`src/rtl/irqf_pkg.sv`:
```
package irqf_pkg;

    typedef enum logic [1:0] {
        SENSE_LOW  = 2'b00,
        SENSE_FALL = 2'b01,
        SENSE_RISE = 2'b10,
        SENSE_BOTH = 2'b11
    } sense_e;

    localparam logic ADDR_STATUS = 1'b0;
    localparam logic ADDR_SENSE  = 1'b1;

    // One pin's synchronised view: current sample and the one before
    typedef struct packed {
        logic cur;
        logic prv;
    } pin_view_t;

    function automatic logic sense_hit(sense_e mode, pin_view_t v);
        logic hit;
        case (mode)
            SENSE_LOW:  hit = ~v.cur;
            SENSE_FALL: hit = v.prv & ~v.cur;
            SENSE_RISE: hit = ~v.prv & v.cur;
            SENSE_BOTH: hit = v.prv ^ v.cur;
            default:    hit = 1'b0;
        endcase
        return hit;
    endfunction

    function automatic logic ack_allowed(sense_e mode, pin_view_t v);
        return (mode != SENSE_LOW) | v.cur;
    endfunction

endpackage

```
`src/rtl/irqf_pin_sense.sv`:
```
module irqf_pin_sense
    import irqf_pkg::*;
#(
    parameter int N_IRQ = 15
) (
    input  logic                 clk,
    input  logic                 rst,
    input  logic [N_IRQ-1:0]     pin_raw,
    input  logic [2*N_IRQ-1:0]   sense_flat,
    output logic [N_IRQ-1:0]     set_cond,
    output logic [N_IRQ-1:0]     ack_ok,
    output logic [N_IRQ-1:0]     pin_sync
);

    for (genvar i = 0; i < N_IRQ; i++) begin : g_pin
        logic      meta_q;
        pin_view_t view_q;
        sense_e    mode;

        // Reset to idle-high so that no edge or low level appears at start-up
        always_ff @(posedge clk) begin
            if (rst) begin
                meta_q <= 1'b1;
                view_q <= '{cur: 1'b1, prv: 1'b1};
            end else begin
                meta_q     <= pin_raw[i];
                view_q.cur <= meta_q;
                view_q.prv <= view_q.cur;
            end
        end

        assign mode        = sense_e'(sense_flat[2*i +: 2]);
        assign set_cond[i] = sense_hit(mode, view_q);
        assign ack_ok[i]   = ack_allowed(mode, view_q);
        assign pin_sync[i] = view_q.cur;
    end

endmodule

```
`src/rtl/irqf_sense_reg.sv`:
```
module irqf_sense_reg
    import irqf_pkg::*;
#(
    parameter int N_IRQ = 15,
    localparam int SENSE_W = 2 * N_IRQ
) (
    input  logic               clk,
    input  logic               rst,
    input  logic               wr_en,
    input  logic [SENSE_W-1:0] wdata,
    output logic [SENSE_W-1:0] sense_flat
);

    always_ff @(posedge clk) begin
        if (rst)        sense_flat <= '0;
        else if (wr_en) sense_flat <= wdata;
    end

    a_r3_mode_reset: assert property (@(posedge clk)
        rst |=> (sense_flat == '0));

    a_r2_mode_hold: assert property (@(posedge clk) disable iff (rst)
        !wr_en |=> $stable(sense_flat));

endmodule

```
`src/rtl/irqf_flag_bank.sv`:
```
module irqf_flag_bank
    import irqf_pkg::*;
#(
    parameter int N_IRQ = 15
) (
    input  logic             clk,
    input  logic             rst,
    input  logic [N_IRQ-1:0] set_cond,
    input  logic [N_IRQ-1:0] ack,
    input  logic [N_IRQ-1:0] ack_ok,
    input  logic             rd_stat,
    input  logic             wr_stat,
    input  logic [N_IRQ-1:0] wdata,
    output logic [N_IRQ-1:0] flags
);

    logic [N_IRQ-1:0] armed_q;
    logic [N_IRQ-1:0] hw_clr, sw_clr, flag_nxt, armed_nxt;

    always_comb begin
        hw_clr    = ack & ack_ok;
        sw_clr    = {N_IRQ{wr_stat}} & armed_q & ~wdata;
        flag_nxt  = set_cond | (flags & ~(hw_clr | sw_clr));
        armed_nxt = flag_nxt & ~{N_IRQ{wr_stat}} & (armed_q | ({N_IRQ{rd_stat}} & flags));
    end

    always_ff @(posedge clk) begin
        if (rst) begin
            flags   <= '0;
            armed_q <= '0;
        end else begin
            flags   <= flag_nxt;
            armed_q <= armed_nxt;
        end
    end

    // a flag only rises when the pin logic requested it
    a_r4_rise_from_pin: assert property (@(posedge clk) disable iff (rst)
        ((flags & ~$past(flags) & ~$past(set_cond)) == '0));

    // a flag only falls after an acknowledge or a status write
    a_r5_fall_has_cause: assert property (@(posedge clk) disable iff (rst)
        ((~flags & $past(flags) & ~$past(ack | {N_IRQ{wr_stat}})) == '0));

    // a pending set condition always leaves the flag at 1
    a_r10_set_wins: assert property (@(posedge clk) disable iff (rst)
        ((~flags & $past(set_cond)) == '0));

    a_r5_no_write_no_read_no_clear: assert property (@(posedge clk) disable iff (rst)
        (!wr_stat && ack == '0) |=> ((flags & $past(flags)) == $past(flags)));

endmodule

```
`src/rtl/irq_flag_ctrl.sv`:
```
module irq_flag_ctrl
    import irqf_pkg::*;
#(
    parameter int N_IRQ  = 15,
    parameter int DATA_W = 32
) (
    input  logic              clk,
    input  logic              rst,
    input  logic              reg_rd,
    input  logic              reg_wr,
    input  logic              reg_addr,
    input  logic [DATA_W-1:0] reg_wdata,
    output logic [DATA_W-1:0] reg_rdata,
    input  logic [N_IRQ-1:0]  irq_pin,
    input  logic [N_IRQ-1:0]  irq_ack,
    output logic [N_IRQ-1:0]  irq_req
);

    localparam int SENSE_W = 2 * N_IRQ;

    logic [SENSE_W-1:0] sense_flat;
    logic [N_IRQ-1:0]   set_cond, ack_ok, pin_sync, flags;
    logic               rd_stat, wr_stat, wr_sense;
    logic               unused_wdata;

    assign rd_stat  = reg_rd & (reg_addr == ADDR_STATUS);
    assign wr_stat  = reg_wr & (reg_addr == ADDR_STATUS);
    assign wr_sense = reg_wr & (reg_addr == ADDR_SENSE);
    assign unused_wdata = ^reg_wdata[DATA_W-1:SENSE_W];

    irqf_sense_reg #(.N_IRQ(N_IRQ)) u_sense (
        .clk        (clk),
        .rst        (rst),
        .wr_en      (wr_sense),
        .wdata      (reg_wdata[SENSE_W-1:0]),
        .sense_flat (sense_flat)
    );

    irqf_pin_sense #(.N_IRQ(N_IRQ)) u_pins (
        .clk        (clk),
        .rst        (rst),
        .pin_raw    (irq_pin),
        .sense_flat (sense_flat),
        .set_cond   (set_cond),
        .ack_ok     (ack_ok),
        .pin_sync   (pin_sync)
    );

    irqf_flag_bank #(.N_IRQ(N_IRQ)) u_flags (
        .clk      (clk),
        .rst      (rst),
        .set_cond (set_cond),
        .ack      (irq_ack),
        .ack_ok   (ack_ok),
        .rd_stat  (rd_stat),
        .wr_stat  (wr_stat),
        .wdata    (reg_wdata[N_IRQ-1:0]),
        .flags    (flags)
    );

    always_comb begin
        if (reg_addr == ADDR_STATUS) reg_rdata = {{(DATA_W-N_IRQ){1'b0}}, flags};
        else                         reg_rdata = {{(DATA_W-SENSE_W){1'b0}}, sense_flat};
    end

    assign irq_req = flags;

    a_r1_reserved_zero: assert property (@(posedge clk) disable iff (rst)
        (reg_addr == ADDR_STATUS) |-> (reg_rdata[DATA_W-1:N_IRQ] == '0));

    for (genvar i = 0; i < N_IRQ; i++) begin : g_chk
        // a low-level acknowledge while the pin is still low keeps the request
        a_r8_level_ack_hold: assert property (@(posedge clk) disable iff (rst)
            (sense_flat[2*i +: 2] == SENSE_LOW && irq_ack[i] && !pin_sync[i] && irq_req[i])
            |=> irq_req[i]);
    end

endmodule

```
`config.mk`:
```
export PLATFORM = sky130hd
export DESIGN_NAME = irq_flag_ctrl
export DESIGN_NICKNAME = d
export VERILOG_FILES = /design/src/rtl/irqf_pkg.sv /design/src/rtl/irqf_pin_sense.sv /design/src/rtl/irqf_sense_reg.sv /design/src/rtl/irqf_flag_bank.sv /design/src/rtl/irq_flag_ctrl.sv
export SDC_FILE = /design/constraint.sdc
export NUM_CORES = 1
export LEC_CHECK = 0
export BUFFER_PORTS_ARGS = -buffer_cell sky130_fd_sc_hd__buf_2
export CAP_MARGIN = 20
export CORE_ASPECT_RATIO = 0.75
export CORE_UTILIZATION = 35
export DETAILED_ROUTE_END_ITERATION = 7
export SKIP_LAST_GASP = 1
export SLEW_MARGIN = 20
export SYNTH_ARGS = -nofsm -noshare
export SYNTH_HDL_FRONTEND = slang
export SYNTH_SLANG_ARGS = --single-unit
export TNS_END_PERCENT = 10
```
`constraint.sdc`:
```
create_clock -name clk -period 4.55 [get_ports clk]
set_clock_uncertainty 0.1 [all_clocks]
set_input_delay 0.455 -clock clk [delete_from_list [all_inputs] [get_ports clk]]
set_output_delay 0.455 -clock clk [all_outputs]
set_load 0.1 [all_outputs]
```
Word-level counts from Yosys, hierarchy flattened
Cells that the tools add are included.

Bits of input ports: 67. Bits in registers: 105. Output and inout port bits: 47.

Reduce and logical (&&, ||, !) cells: 30. Bitwise operators: 107. Eq/ne operators: 45. Mux-type cells: 16.

Operators by type and width (count): $and 15x15->15 (7); $eq 2x2->1 const B (30); $pmux 1 s4 (15); $not 15->15 (3); $or 15x15->15 (3); $and 1x1->1 (33); $not 1->1 (31); $eq 2x1->1 const B (15); $logic_not 2->1 (15); $mux 30 (1); $reduce_bool 2->1 (15); $or 1x1->1 (15); $xor 1x1->1 (15).

Depth between registers and ports, before layout
Gate-level depths: netlist of run 1.

Depth in word-level cells: 10. Depth in mapped cells: 5. Gate-level depth less buffers: 5.

By module
From an unflattened synthesis of run 1, not the netlist that was laid out.

Cells, all modules: 476. Area total of the unflattened synthesis: 4897.2 um^2.

By module, submodules not included: irqf_pin_sense (area an instance 2306.0 um^2, sequential area each 900.9 um^2, cells each 214, instances 1); irqf_flag_bank (area an instance 1163.6 um^2, sequential area each 600.6 um^2, cells each 126, instances 1); irqf_sense_reg (area an instance 1096.1 um^2, sequential area each 600.6 um^2, cells each 97, instances 1); irq_flag_ctrl (area an instance 331.6 um^2, sequential area each 0.0 um^2, cells each 39, instances 1).

Worst setup path before layout of run 1
Ideal clock, no wire load.

Path kind: register to output. Start: register u_flags.flags[10]. End: output reg_rdata[10]. Path buffers: 0. Path slack: 2375 ps. Cell stages (with the launch flop): 2. Arrival: 1620 ps. Path through: dfxtp_1 mux2_2.

Longest elaborated chain between the ends: 1.

Ends and longest elaborated chain: start, declared (RTL line irqf_flag_bank.sv:14) `output logic [N_IRQ-1:0] flags`; start signal, assigned (RTL line irqf_flag_bank.sv:32) `flags <= flag_nxt;`; $mux 30 (RTL line irq_flag_ctrl.sv:62) `if (reg_addr == ADDR_STATUS) reg_rdata = {{(DATA_W-N_IRQ){1'b0}}, flags};`; end, declared (RTL line irq_flag_ctrl.sv:13) `output logic [DATA_W-1:0] reg_rdata,`.

Every way passes these cells.

Worst setup path in the final report of run 1
Start: input reg_addr. End: register u_flags.armed_q[13].

Longest elaborated chain between the ends: 10. Elaborated cells between the ends (all ways): 14.

Ends and longest elaborated chain: start, declared (RTL line irq_flag_ctrl.sv:11) `input logic reg_addr,`; $not 1->1 (*); $and 1x1->1 (RTL line irq_flag_ctrl.sv:27) `assign wr_stat = reg_wr & (reg_addr == ADDR_STATUS);`; $and 15x15->15 (2 in series) (RTL line irqf_flag_bank.sv:22) `sw_clr = {N_IRQ{wr_stat}} & armed_q & ~wdata;`; $or 15x15->15 (RTL line irqf_flag_bank.sv:23) `flag_nxt = set_cond | (flags & ~(hw_clr | sw_clr));`; $not 15->15 (RTL line irqf_flag_bank.sv:23); $and 15x15->15 (RTL line irqf_flag_bank.sv:23); $or 15x15->15 (RTL line irqf_flag_bank.sv:23); $and 15x15->15 (RTL line irqf_flag_bank.sv:24) `armed_nxt = flag_nxt & ~{N_IRQ{wr_stat}} & (armed_q | ({N_IRQ{rd_stat}} & flags));`; $and 15x15->15 (*) (RTL line irqf_flag_bank.sv:24); end signal, assigned (RTL line irqf_flag_bank.sv:33) `armed_q <= armed_nxt;`; end, declared (RTL line irqf_flag_bank.sv:17) `logic [N_IRQ-1:0] armed_q;`.

Mark *: on every way between the ends. The rest lies on a longest branch, timed or not. A chain may end at the register's enable or synchronous reset.

==> results of run 1 <==
[Yosys cell counts]
master	n	share of area
o311ai_1	10	0.019
dfxtp_1	105	0.46
a21oi_1	60	0.065
a211oi_1	15	0.024
inv_1	90	0.073
mux4_2	15	0.073
nand2_1	61	0.050
conb_1	1	0.00081
or2_2	45	0.061
buf_2	3	0.0033
and2_1	16	0.022
and2b_1	1	0.0016
ha_1	30	0.081
nand2b_1	2	0.0027
mux2_2	15	0.037
buf_4	3	0.0049
o311ai_0	5	0.0095
clkbuf_1	18	0.015
[critical path, stage by stage]
cell and delay, ns:
buf_2 0.54, nand2b_1 0.73, nand2b_1 0.65, a211oi_1 0.41
[per-layer routing]
metal	vias up	wire, um	global-route usage
met5	-	13	0
met2	88	4690	0.271
met4	2	83	0.0363
met3	10	567	0.0470
met1	1649	5100	0.208
li1	1796	-	-
[power by group through the flow]
stage               clock, uW  combinational, uW  sequential (uW)
floorplan                   0                187             1040
global placement            0                300             1000
detailed placement          0                305             1000
CTS                       823                305              980
global route              857                324              985
finish                    800                302              980
[sequential cells by signal, summed over array words and instances (netlist names)]
| register | cells |
|---|---|
| u_flags.flags | 15 |
| u_pins.g_pin.view_q | 15 |
| u_pins.g_pin.meta_q | 15 |
| u_flags.armed_q | 15 |
| u_pins.pin_sync | 15 |
| u_sense.sense_flat | 30 |
[area by class of cell]
class                      instances  area [um2]  area share
timing repair buffer             112         568       0.101
antenna                            1        2.50    0.000447
clock inverter                     6        75.1      0.0134
clock buffer                      10         239      0.0427
inverter                          90         338      0.0604
multi-input combinational        277        2060       0.369
sequential                       105        2100       0.376
tap                              166         208      0.0371
[worst max path at each step]
stage,end,depth (start not counted)
floorplan,reg_rdata[10],1
global placement,u_flags.armed_q[13],4
detailed placement,u_flags.armed_q[13],4
CTS,u_flags.armed_q[13],4
global route,u_flags.armed_q[3],4
finish,u_flags.armed_q[13],4
[cells by family after synthesis]
logic type / synth area share
AO/OA/AOI/OAI: 0.118
adder cells (fa/ha/maj): 0.0815
buffers and inverters: 0.0962
flip-flops: 0.456
multiplexers: 0.110
other: 0.000814
AND/OR/NAND/NOR: 0.137
[through the flow]
stage | worst slack [ns] | hold WS, ns | instances
after detailed placement | 1.45 | 0.294 | 750
after CTS | 1.81 | 0.176 | 766
after floorplan | 2.37 | 0.289 | 496
final | 1.89 | 0.188 | 767
after global routing | 1.62 | 0.180 | 766
after global placement | 1.51 | 0.294 | 750
==> reports/results.ini, run 1 <==
[status]
status=finished, final reports clean

[setup_path]
path_max_fanout=34
reg2reg_depth=4
cp-end-kind=flop
crit_start=reg_addr
reg2reg_from=u_pins.pin_sync[10]
worst_ep_arrival_time_ns=2.80
worst-setup-path-type=in -> reg
cp_data_required_time_ns=4.69
worst_setup_path_start_kind=primary input
reg2reg_to=u_flags.armed_q[10]
r2r_slack_ns=2.86

[layout]
n_fill_cell=1195
fin_util=0.445
final_common_cell=buf_2
most-common-layout-cells=109 x buf_2, 105 x dfxtp_1, 90 x inv_1
finalNetCount=692
drive_gt1_frac=0.338
finalInstanceArea_mm2=0.00560
synthToLayoutAreaGrowth_pct=21.5

[clock_network]
postCtsSetupRepairBufs=0
clkLatencyLatePin_ns=0.34
clock_path_buffers=2
cts_sinks=105
cts_hold_buffers=0
cts_resized=0
clk_pin_slew_ns=0.07
cts-root-buf=clkbuf_16
htree_levels=3
cts_made_buffers=9
cts_tree=done

[drt]
first_iter_violations=140
drcViolationCount=0
drt-total-wl_um=10500
wl_per_cell_um=13.6
vias=3545
first_pass_iters=4
via_per_inst=4.62
drtAntennaViolNets=0

[die]
start_util=0.366
die_y_um=101
die_area_mm2=0.0136
die-width_um=134
row_count=35
core_mm2=0.0126
pin_count=114

[yosys]
ys_types=18
seq_area_frac_synth=0.456
syn_inst=495
yosys_warnings=0
avgSynthCellArea_um2=9.30
synth_area_mm2=0.00461
ys_ff_latch=105

[job]
maxCapViolCount=0

[power]
worst_ir_drop_vdd_mv=0.184
p_leak_uw=0.00255
power.switching_uw=596
power.density_mw_per_mm2=372
power_frac_seq=0.471
switching_share=0.286
pwr-share-comb=0.145
clkPwrFrac=0.384
power.internal_uw=1490
p_total_uw=2080

[placement]
port_buffers=109
finalWeightedCongestion=0.782
dp_hpwl_um=7360
place_area_mm2=0.00528

[sta]
drv_slew=0
slew_headroom=0.446
fin_crit_sh=0.585
grt_setup_unrepaired=false
worstMarginPinSlew_ns=0.831
final.setup.tns_ns=0
min_period_ns=2.66
max_freq_mhz=376
setup_viol=0
final-hold-violation-count=0

[min_path]
worstHoldStart=irq_pin[2]
hold_depth=2
hold_class=in -> reg
hold_end=u_pins.g_pin[2].meta_q

[global_routing]
grt_max_degree=91
grt_overflow_total=0
antenna_found_initial=2
grt_first_pass_wirelength_um=16900
grt_pass1_vias=3470
track_usage=0.162

Power figures use the tool's default switching activity.
==> run 2, diff against run 1 <==
- clock period: 4.55 -> 2.4 ns (I/O delays scaled with it)
==> run 2 against run 1 <==
Compared with the run above:
- sequential share of layout area down 1.3 points
- count of clock-buffer cells in the layout up 1
- non-clock buffer count grew 20
- register-to-register slack worse by 2.1 ns
- die area is the same
- sequential power up 90%
- global-route usage up 0.21 points
- critical path depth stayed put
- sequential cell count stayed put
- wire length is 3.5% higher
- core utilization is 1.5 points higher
- first-iteration DRC count decreased by 29%
- highest routed layer unchanged
==> reports/results.ini, run 2 (synthesized netlist as in run 1, its figures left out) <==
[min_path]
hold_class=in -> reg  ; unchanged

[layout]
n_fill_cell=1215  ; was 1195
final_common_cell=buf_2  ; unchanged
finalNetCount=712  ; was 692
drive_gt1_frac=0.334  ; was 0.338
largest_register=u_sense.sense_flat  ; unchanged
regArea_mm2=0.00210  ; unchanged
most-common-layout-cells=109 x buf_2, 105 x dfxtp_1, 90 x inv_1  ; unchanged
synthToLayoutAreaGrowth_pct=25.7  ; was 21.5%
largest_reg_flops=30  ; unchanged
n_antenna_cell=0  ; was 1
final_cells=786  ; was 767
multiInputGateArea_mm2=0.00206  ; unchanged

[sta]
worstMarginPinSlew_ns=0.769  ; was 0.831 ns
setup_viol=0  ; unchanged
final-hold-violation-count=0  ; unchanged
final.setup.tns_ns=0  ; unchanged
fin_crit_sh=0.723
max_freq_mhz=576
grt_setup_unrepaired=false  ; unchanged
fin_ws_ns=0.665  ; was 1.89 ns
slew_headroom=0.487  ; was 0.446
whs_ns=0.0363  ; was 0.188 ns
min_period_ns=1.74
drv_slew=0  ; unchanged

[clock_network]
cts-root-buf=clkbuf_16  ; unchanged
cts_tree=done  ; unchanged
cts_resized=0  ; unchanged
clk_pin_slew_ns=0.06  ; was 0.07 ns
cts_made_buffers=9  ; unchanged
cts_hold_buffers=15  ; was 0
clkLatencyLatePin_ns=0.34  ; about the same
htree_levels=3  ; unchanged
clock_path_buffers=2  ; unchanged
cts_sinks=105  ; unchanged
postCtsSetupRepairBufs=0  ; unchanged

[global_routing]
grt_first_pass_wirelength_um=17000  ; was 16900 um
grt_pass1_vias=3441  ; was 3470
track_usage=0.164  ; was 0.162
antenna_found_initial=1  ; was 2
grt_max_degree=62  ; was 91
grt_overflow_total=0  ; unchanged

[setup_path]
worst_setup_path_start_kind=primary input  ; unchanged
worst-setup-path-type=in -> out  ; was in -> reg
worst_ep_arrival_time_ns=1.40  ; was 2.80 ns
cp-end-kind=primary output  ; was flop
cp_data_required_time_ns=2.06  ; was 4.69 ns
path_max_fanout=33  ; was 34

[placement]
dpl.cell_count=755  ; was 750
dp_hpwl_um=7670  ; was 7360 um
pre_cts_ws_ns=0.591  ; was 1.45 ns
finalWeightedCongestion=0.724  ; was 0.782
port_buffers=109  ; unchanged

[drt]
drtAntennaViolNets=0  ; unchanged
first_pass_iters=4  ; unchanged
first_iter_violations=100  ; was 140
drcViolationCount=0  ; unchanged
via_per_inst=4.64  ; was 4.62
vias=3647  ; was 3545
wl_per_cell_um=13.8  ; was 13.6 um
drt-total-wl_um=10800  ; was 10500 um

[power]
worst_ir_drop_vdd_mv=0.410  ; was 0.184 mV
p_total_uw=4020  ; was 2080 uW
p_leak_uw=0.00265  ; was 0.00255 uW
power.density_mw_per_mm2=695  ; was 372 mW/mm2

[die]
die_y_um=101  ; unchanged
die-width_um=134  ; unchanged
start_util=0.366  ; unchanged
pin_count=114  ; unchanged
core_mm2=0.0126  ; unchanged
die_area_mm2=0.0136  ; unchanged
row_count=35  ; unchanged

[status]
status=finished, final reports clean  ; unchanged

[job]
maxCapViolCount=0  ; unchanged

==> run 2: power by group <==
| group | total [uW] | switching (uW) | internal [uW] |
|---|---|---|---|
| clock network | 1570 | 625 | 941 |
| logic | 597 | 418 | 179 |
| registers | 1860 | 51.5 | 1810 |
| total | 4020 | 1090 | 2930 |
==> run 2: worst paths after layout <==
kind	from	endpoint	slack, ns	depth (start not counted)
worst max register to register	u_pins.pin_sync[13]	u_flags.armed_q[13]	0.72	4
worst min register to register	u_pins.g_pin[9].meta_q	u_pins.pin_sync[9]	0.31	1
worst min-delay path	reg_wdata[22]	u_sense.sense_flat[22]	0.04	3
worst max-delay path	reg_addr	reg_rdata[14]	0.66	4
==> run 2: final cells by class <==
cell class                 instances  area share
tap                              166      0.0359
timing repair buffer             132       0.131
inverter                          90      0.0584
clock inverter                     5      0.0136
clock buffer                      11      0.0419
sequential                       105       0.363
multi-input combinational        277       0.357
==> run 2: per-stage QoR <==
step	area, um2	utilization
2_1_floorplan	4610	-
3_3_place_gp	5320	0.423
3_5_place_dp	5320	0.423
4_1_cts	5790	0.461
5_1_grt	5790	0.461
6_report	5790	0.461
==> run 2: layer usage <==
metal / part of all wire / up-vias / track usage
met2: 0.46 / 78 / 0.271
met3: 0.042 / 7 / 0.0440
met5: 0.0016 / - / 0
met1: 0.49 / 1724 / 0.212
li1: - / 1836 / -
met4: 0.0068 / 2 / 0.0467
==> run 2: critical path, cell delays in order <==
cell and delay, ns:
buf_2 0.09, buf_4 0.36, mux2_2 0.40, buf_2 0.30
